### src/rtl/wdg_pkg.sv
package wdg_pkg;
  typedef enum logic [1:0] {
    ST_QUIET = 2'b00,
    ST_HALF  = 2'b01,
    ST_ARMED = 2'b10,
    ST_LAST  = 2'b11
  } wd_state_t;

  typedef enum logic [1:0] {
    KIND_NONE = 2'b00,
    KIND_CORE = 2'b01,
    KIND_CHIP = 2'b10,
    KIND_SYS  = 2'b11
  } rst_kind_t;

  localparam int NUM_KINDS = 3;
  localparam int NUM_CODES = 4;
  localparam int CODE_W    = 2;
endpackage

### src/rtl/wdg_tap.sv
module wdg_tap
  import wdg_pkg::*;
#(
  parameter int TB_W     = 32,
  parameter int PER_LOG0 = 17,
  parameter int PER_STEP = 4
) (
  input  logic              clk,
  input  logic              rst,
  input  logic [TB_W-1:0]   tb,
  input  logic [CODE_W-1:0] code,
  output logic              hit
);
  logic [NUM_CODES-1:0] taps;
  logic                 sel;
  logic                 prev_q;

  for (genvar g = 0; g < NUM_CODES; g++) begin : g_tap
    localparam int IDX = PER_LOG0 - 1 + PER_STEP * g;
    assign taps[g] = tb[IDX];
  end

  assign sel = taps[code];

  always_ff @(posedge clk) begin
    if (rst) prev_q <= 1'b0;
    else     prev_q <= sel;
  end

  assign hit = sel & ~prev_q;

  // two expiries can never come in back-to-back cycles with a fixed code
  a_r2_hit_spacing: assert property (@(posedge clk) disable iff (rst)
    (hit && $stable(code)) |=> !hit);
endmodule

### src/rtl/wdg_stage.sv
module wdg_stage
  import wdg_pkg::*;
(
  input  logic       clk,
  input  logic       rst,
  input  logic       hit,
  input  logic       irq_en,
  input  logic [1:0] kind_sel,
  input  logic       clr_we,
  input  logic [3:0] clr_mask,
  output logic [3:0] sts,
  output logic       irq,
  output logic       fire,
  output rst_kind_t  fire_kind
);
  logic [3:0] sts_q, sts_d;
  logic       halt_q, halt_d;
  logic       irq_q, irq_d;
  logic       live, irq_set;
  wd_state_t  st;

  assign st   = wd_state_t'(sts_q[3:2]);
  assign live = hit & ~halt_q;

  always_comb begin
    sts_d   = clr_we ? (sts_q & ~clr_mask) : sts_q;
    fire    = 1'b0;
    irq_set = 1'b0;
    if (live) begin
      case (st)
        ST_QUIET, ST_HALF: sts_d[3] = 1'b1;
        ST_ARMED: begin
          sts_d[2] = 1'b1;
          irq_set  = irq_en;
        end
        default: begin
          sts_d[1:0] = kind_sel;
          fire       = 1'b1;
        end
      endcase
    end
  end

  always_comb begin
    halt_d = halt_q;
    if (clr_we && (clr_mask[3] || clr_mask[2])) halt_d = 1'b0;
    if (fire) halt_d = 1'b1;
    irq_d = irq_q;
    if (clr_we && clr_mask[2]) irq_d = 1'b0;
    if (irq_set) irq_d = 1'b1;
  end

  always_ff @(posedge clk) begin
    if (rst) begin
      sts_q  <= '0;
      halt_q <= 1'b0;
      irq_q  <= 1'b0;
    end else begin
      sts_q  <= sts_d;
      halt_q <= halt_d;
      irq_q  <= irq_d;
    end
  end

  assign sts       = sts_q;
  assign irq       = irq_q;
  assign fire_kind = rst_kind_t'(kind_sel);

  // from state 0 one step can never reach state 3
  a_r3_no_skip: assert property (@(posedge clk) disable iff (rst)
    (st == ST_QUIET) |=> (sts_q[3:2] != 2'b11));
  // the interrupt only rises as the state reaches 3
  a_r5_irq_source: assert property (@(posedge clk) disable iff (rst)
    $rose(irq_q) |-> (sts_q[3:2] == 2'b11));
  // once halted, status holds unless software writes it
  a_r6_frozen: assert property (@(posedge clk) disable iff (rst)
    (halt_q && !clr_we) |=> $stable(sts_q));
endmodule

### src/rtl/wdg_rst_out.sv
module wdg_rst_out
  import wdg_pkg::*;
(
  input  logic                 clk,
  input  logic                 rst,
  input  logic                 fire,
  input  rst_kind_t            kind,
  output logic [NUM_KINDS-1:0] pulse
);
  for (genvar g = 0; g < NUM_KINDS; g++) begin : g_kind
    logic p_q;
    always_ff @(posedge clk) begin
      if (rst) p_q <= 1'b0;
      else     p_q <= fire && (kind == rst_kind_t'(g + 1));
    end
    assign pulse[g] = p_q;

    // every request lasts one cycle only
    a_r8_single_pulse: assert property (@(posedge clk) disable iff (rst)
      p_q |=> !p_q);
  end

  // never more than one request at once
  a_r7_onehot: assert property (@(posedge clk) disable iff (rst)
    $onehot0(pulse));
endmodule

### src/rtl/wdg_top.sv
module wdg_top
  import wdg_pkg::*;
#(
  parameter int TB_W     = 32,
  parameter int PER_LOG0 = 17,
  parameter int PER_STEP = 4
) (
  input  logic            clk,
  input  logic            rst,
  input  logic [TB_W-1:0] tb_value,
  input  logic            ctl_wr,
  input  logic [31:0]     ctl_din,
  output logic [31:0]     ctl_dout,
  input  logic            sts_wr,
  input  logic [31:0]     sts_din,
  output logic [31:0]     sts_dout,
  output logic            wd_irq,
  output logic            rst_core_req,
  output logic            rst_chip_req,
  output logic            rst_sys_req
);
  localparam int CTL_BITS = 5;
  localparam int STS_BITS = 4;

  logic [CTL_BITS-1:0]  ctl_q;
  logic                 hit;
  logic [STS_BITS-1:0]  sts;
  logic                 fire;
  rst_kind_t            fire_kind;
  logic [NUM_KINDS-1:0] pulse;

  always_ff @(posedge clk) begin
    if (rst)         ctl_q <= '0;
    else if (ctl_wr) ctl_q <= ctl_din[31:31-CTL_BITS+1];
  end

  wdg_tap #(
    .TB_W(TB_W), .PER_LOG0(PER_LOG0), .PER_STEP(PER_STEP)
  ) u_tap (
    .clk(clk), .rst(rst), .tb(tb_value), .code(ctl_q[4:3]), .hit(hit)
  );

  wdg_stage u_stage (
    .clk(clk), .rst(rst), .hit(hit),
    .irq_en(ctl_q[0]), .kind_sel(ctl_q[2:1]),
    .clr_we(sts_wr), .clr_mask(sts_din[31:28]),
    .sts(sts), .irq(wd_irq), .fire(fire), .fire_kind(fire_kind)
  );

  wdg_rst_out u_out (
    .clk(clk), .rst(rst), .fire(fire), .kind(fire_kind), .pulse(pulse)
  );

  assign rst_core_req = pulse[0];
  assign rst_chip_req = pulse[1];
  assign rst_sys_req  = pulse[2];
  assign ctl_dout     = {ctl_q, {(32-CTL_BITS){1'b0}}};
  assign sts_dout     = {sts, {(32-STS_BITS){1'b0}}};

  // a request is seen only with state 3 and a recorded kind
  a_r7_recorded: assert property (@(posedge clk) disable iff (rst)
    (|pulse) |-> (sts_dout[31:30] == 2'b11 && sts_dout[29:28] != 2'b00));
  // the pulse matches the recorded kind
  a_r7_kind_match: assert property (@(posedge clk) disable iff (rst)
    rst_sys_req |-> (sts_dout[29:28] == 2'b11));
endmodule

### config.mk
export PLATFORM = sky130hd
export DESIGN_NAME = wdg_top
export DESIGN_NICKNAME = d
export VERILOG_FILES = /design/src/rtl/wdg_pkg.sv /design/src/rtl/wdg_tap.sv /design/src/rtl/wdg_stage.sv /design/src/rtl/wdg_rst_out.sv /design/src/rtl/wdg_top.sv
export SDC_FILE = /design/constraint.sdc
export NUM_CORES = 1
export LEC_CHECK = 0
export ABC_AREA = 0
export BUFFER_PORTS_ARGS = -buffer_cell sky130_fd_sc_hd__buf_2
export CAP_MARGIN = 20
export CORE_MARGIN = 4
export CORE_UTILIZATION = 29
export DETAILED_ROUTE_END_ITERATION = 16
export GPL_TIMING_DRIVEN = 0
export PLACE_DENSITY = 0.82
export SYNTH_ARGS = -nofsm -noshare
export SYNTH_HDL_FRONTEND = slang
export SYNTH_HIERARCHICAL = 1
export SYNTH_SLANG_ARGS = --single-unit
### constraint.sdc
create_clock -name clk -period 2 [get_ports clk]
set_input_delay 0.2 -clock clk [delete_from_list [all_inputs] [get_ports clk]]
set_output_delay 0.2 -clock clk [all_outputs]
set_load 0.1 [all_outputs]
# Yosys cells after proc, flatten, opt, wreduce, memory -nomap -nowiden
# Index checks and enable logic that the tools add are counted.
# op_classes
mux	15
shifts	0
eq_ne	5
n_addsub	0
bitwise	6
reduce_logical	11
order_cmp	1
n_mul	0
div_mod_pow	0
# op_table
op	count
$mux 1	11
$mux 4	2
$eq 2x2->1 const B	3
$logic_and 1x1->1	5
$and 4x4->4	1
$eq 2x1->1 const B	2
$not 4->4	1
$reduce_bool 2->1	2
$lt 2x3->1 const B	1
$reduce_or 3->1	1
$and 1x1->1	2
$bmux 1 s2	1
$logic_not 2->1	1
$mux 2	1
$not 1->1	2
$reduce_or 2->1	1
$logic_or 1x1->1	1
# totals
mem_bits_rw	0
output_inout_bits	68
reg_bits	15
input_bits	100
romBits	0
mem_count	0
latch_bits	0

# Logic depth before layout (Yosys ltp)
# depth
word_depth	6
depth_mapped	6

# Hierarchy
# Netlist, hierarchy kept.
# by_module_without_submodules
module	cells_per_inst	area_each_um2	n_inst
wdg_top	72	596.8	1
wdg_stage	32	281.5	1
wdg_rst_out	9	118.9	1
wdg_tap	4	70.1	1

# Worst setup path before layout
# OpenSTA, ideal clock, no wires.
# synth_path
path_type	reg-to-reg
start	reg ctl_q[3]
end	reg u_out.g_kind[0].p_q
setup_slack_ns	-0.486
n_path_buf	1
required_ns	1.883
stages_incl_launch_ff	7
arrival_time_ns	2.369
path_cell_list	dfxtp_1 mux4_2 nor2b_4 and3b_1 buf_2 and2_4 and4bb_2
# synth_via
elab_chain_len	6
# synth_rtl
item	line	text
from (decl)	wdg_top.sv:25	logic [CTL_BITS-1:0] ctl_q;
from (signal assigned)	wdg_top.sv:34	else if (ctl_wr) ctl_q <= ctl_din[31:31-CTL_BITS+1];
$bmux 1 s2	wdg_tap.sv:23	assign sel = taps[code];
$mux 1 (implied by the code)	wdg_tap.sv:23	
$and 1x1->1	wdg_tap.sv:30	assign hit = sel & ~prev_q;
named net hit	wdg_top.sv:26	logic hit;
$and 1x1->1	wdg_stage.sv:23	assign live = hit & ~halt_q;
$mux 1	wdg_stage.sv:29	if (live) begin
named net fire	wdg_top.sv:28	logic fire;
$logic_and 1x1->1	wdg_rst_out.sv:14	else p_q <= fire && (kind == rst_kind_t'(g + 1));
to (signal assigned)	wdg_rst_out.sv:14	
to (decl)	wdg_rst_out.sv:11	logic p_q;
# The timed path passes the listed nets, and every way through them passes these cells. The select of a mux whose other input is x is not followed.
# A chain may end at the register's enable or synchronous reset.

# Worst setup path after layout
# Same ends and word-level chain as after synthesis.

==> metrics <==
clk_skew=between 0.002 and 0.003 ns; worst setup path start=ctl_q[3]; routability cong.=0.6696; Routed Antenna Nets=0; mapped cell area=1067 um^2; io pins=~170; CP Launch Type=flip-flop; WP data arrival=slightly below 2 ns; worst r2r src=ctl_q[3]; mux cell area share after synthesis=approximately 6.8%; buffer levels on the longest clock path=2; main combinational cell family by area after synthesis=buffers and inverters; Final Non-Filler Cells=249; # port buffers=28; worst-skew pair later-pin latency=~0.24 ns; CTS buffer count=3; ratio of cells with drive above 1 in the final layout=51.23%; drt drc=0; postcts setup bufs=0; Syn-to-layout area delta=42.20%; clock sinks=15; Reg clk slew, reported paths=~0.060 ns; leakage dissipation=~0.9 nW; htree depth=1; Adder-Cell Fraction of Synth Area=0%; Filler Cell Count=370; Final nets=~300; simple-gate area share of the yosys netlist=14.89%; Critical Path RT=2.13 ns; status=finished clean; cells after synthesis=about 120; Pre-antenna DRT Iters=4; hold depth=2; Synth Register Bits=15; WS Path Type=flip-flop to flip-flop; reg2reg end=u_out/g_kind[0].p_q; total routed wirelength=just over 2 mm; commonest non-fill, non-tap cells in the layout=buf_4 (60), conb_1 (55), buf_2 (29), dfxtp_1 (13), nor2_1 (7); GRT Residual Overflow=0; CTS Hold Bufs=0; largest net degree at the start of global routing=18; core box area=about 3400 um^2; Min Clock Period, post-route=~1.8 ns; top cells by area, synth=buf_4 (42%), dfxtp_1 (28%), mux2i_1 (4.7%); post-synthesis compound-gate area fraction=approximately 5.4%; wire per inst=slightly above 8 um; MaxCap Viol Count=0; Hold Path Sink=u_stage/sts[3]; antenna cells=0; root buf cell=clkbuf_8; Fin. Hold Viols=0; hold_sp=sts_din[31]; Initial DRC Count=10; Resize count post-CTS=0; critical path peak fanout=6; die height=68.67 um; reg-to-reg slack, setup=between 0.15 and 0.2 ns; row cnt=21; placed cells=around 250; post-DP HPWL=approximately 1.7 mm; Initial Util=31.01%; die span in x=between 60 and 70 um; CP Capture Type=flip-flop; number of cells on the worst reg-to-reg path=6; PwrDens=820.3 nW/um^2; Seq/Total Area, Yosys=between 20% and 30%; via/cell ratio=3.285; CTS tree=yes; maximum VDD drop=0.3920 mV; post-synth top area share=a little over two fifths; RSZ-0062 raised after global routing=no; Vias=~820; fin crit share=between 90% and 100%; first-pass GRT wire length=about 2.7 mm; pins over their slew limit=0; setup TNS=0 ns; die area=~4700 um^2; Hold Crit Class=primary input to flip-flop; xor/xnor share of the synthesized area=0%; vias in the first global route=around 660; Yosys warning count=6; Synth area leader=buf_4; Power, Total=0.001245 W; Max Freq=between 0.5 and 0.6 GHz; Post-Syn Area per Cell=9.122 um^2; GR Util All Layers=under 10%; # setup viols final=0; post-synthesis cell type count=23; leading cell type in the layout, fill and taps excluded=buf_4; initial antenna violation count=0
-- routing by layer --
| layer | up-vias | GRT usage [%] | share of wire (%) |
|---|---|---|---|
| met3 | 2 | 4.052 | 18 |
| li1 | 437 | - | - |
| met4 | 0 | 3.722 | 0.79 |
| met5 | - | 0 | 0 |
| met1 | 322 | 8.039 | 35 |
| met2 | 57 | 13.11 | 46 |
-- power breakdown --
group | internal [W] | switching (W)
clock network | 0.000141 | 0.0000957
registers | 0.000311 | 0.0000118
logic | 0.000119 | 0.000567
total | 0.000571 | 0.000674
-- worst max-delay path by stage --
stage	end	slack (ns)	cells past startpoint
3_5_place_dp	u_out/g_kind[1].p_q	0.19	6
5_1_grt	u_out/g_kind[1].p_q	0.14	6
2_1_floorplan	u_out/g_kind[0].p_q	0.01	6
4_1_cts	u_out/g_kind[1].p_q	0.16	6
3_3_place_gp	u_out/g_kind[0].p_q	0.20	6
6_report	u_out/g_kind[0].p_q	0.18	6
-- synth_stat cells, drive strengths merged --
library cell,instances
nand3b,2
nor2b,2
conb,1
and4b,1
mux4,1
buf,62
a311oi,1
nor2,7
nand2,5
and3b,1
dfxtp,15
inv,2
a21oi,2
and4bb,2
mux2i,5
nand4b,2
and2,1
a32oi,1
a22oi,1
o21ai,3
-- critical path, stage by stage (launching register included) --
cell	delay, ns
dfxtp_4	0.36
mux4_2	0.52
nor2b_4	0.15
and3b_1	0.15
buf_2	0.14
and2_4	0.18
and4bb_2	0.21
-- per-stage QoR --
| step | setup WS [ns] | utilization [%] | area [um^2] | hold WS [ns] |
|---|---|---|---|---|
| 5_1_grt | 0.1351 | 44.09 | 1518 | 0.1864 |
| 2_1_floorplan | 0.01441 | - | 1275 | 0.2627 |
| 6_report | 0.1776 | 44.09 | 1518 | 0.1670 |
| 3_5_place_dp | 0.1921 | 42.78 | 1473 | 0.4204 |
| 4_1_cts | 0.1648 | 44.09 | 1518 | 0.1579 |
| 3_3_place_gp | 0.2032 | 42.78 | 1473 | 0.4179 |
-- layout make-up --
type                       count  area [um^2]  share of cell area, %
inverter                       2        7.507                 0.4946
sequential                    15        305.3                  20.12
buffer                        62        466.7                  30.75
timing repair buffer          28        140.1                  9.233
tap                           46        57.56                  3.792
clock buffer                   4        45.04                  2.968
multi-input combinational     92        495.5                  32.65
-- flip-flops by register name, summed over array words and instances, names as in the netlist --
register and cells:
ctl_q 5, u_out/g_kind.p_q 3, u_stage/halt_q 1, u_stage/irq 1, u_stage/sts 4, u_tap/prev_q 1
-- cells by family after synthesis --
group,after synthesis
mux,6
other cells,1
compound gates,8
simple gates,23
flops,15
buf+inv,64
Note: power is estimated with default switching activity, not from simulation.
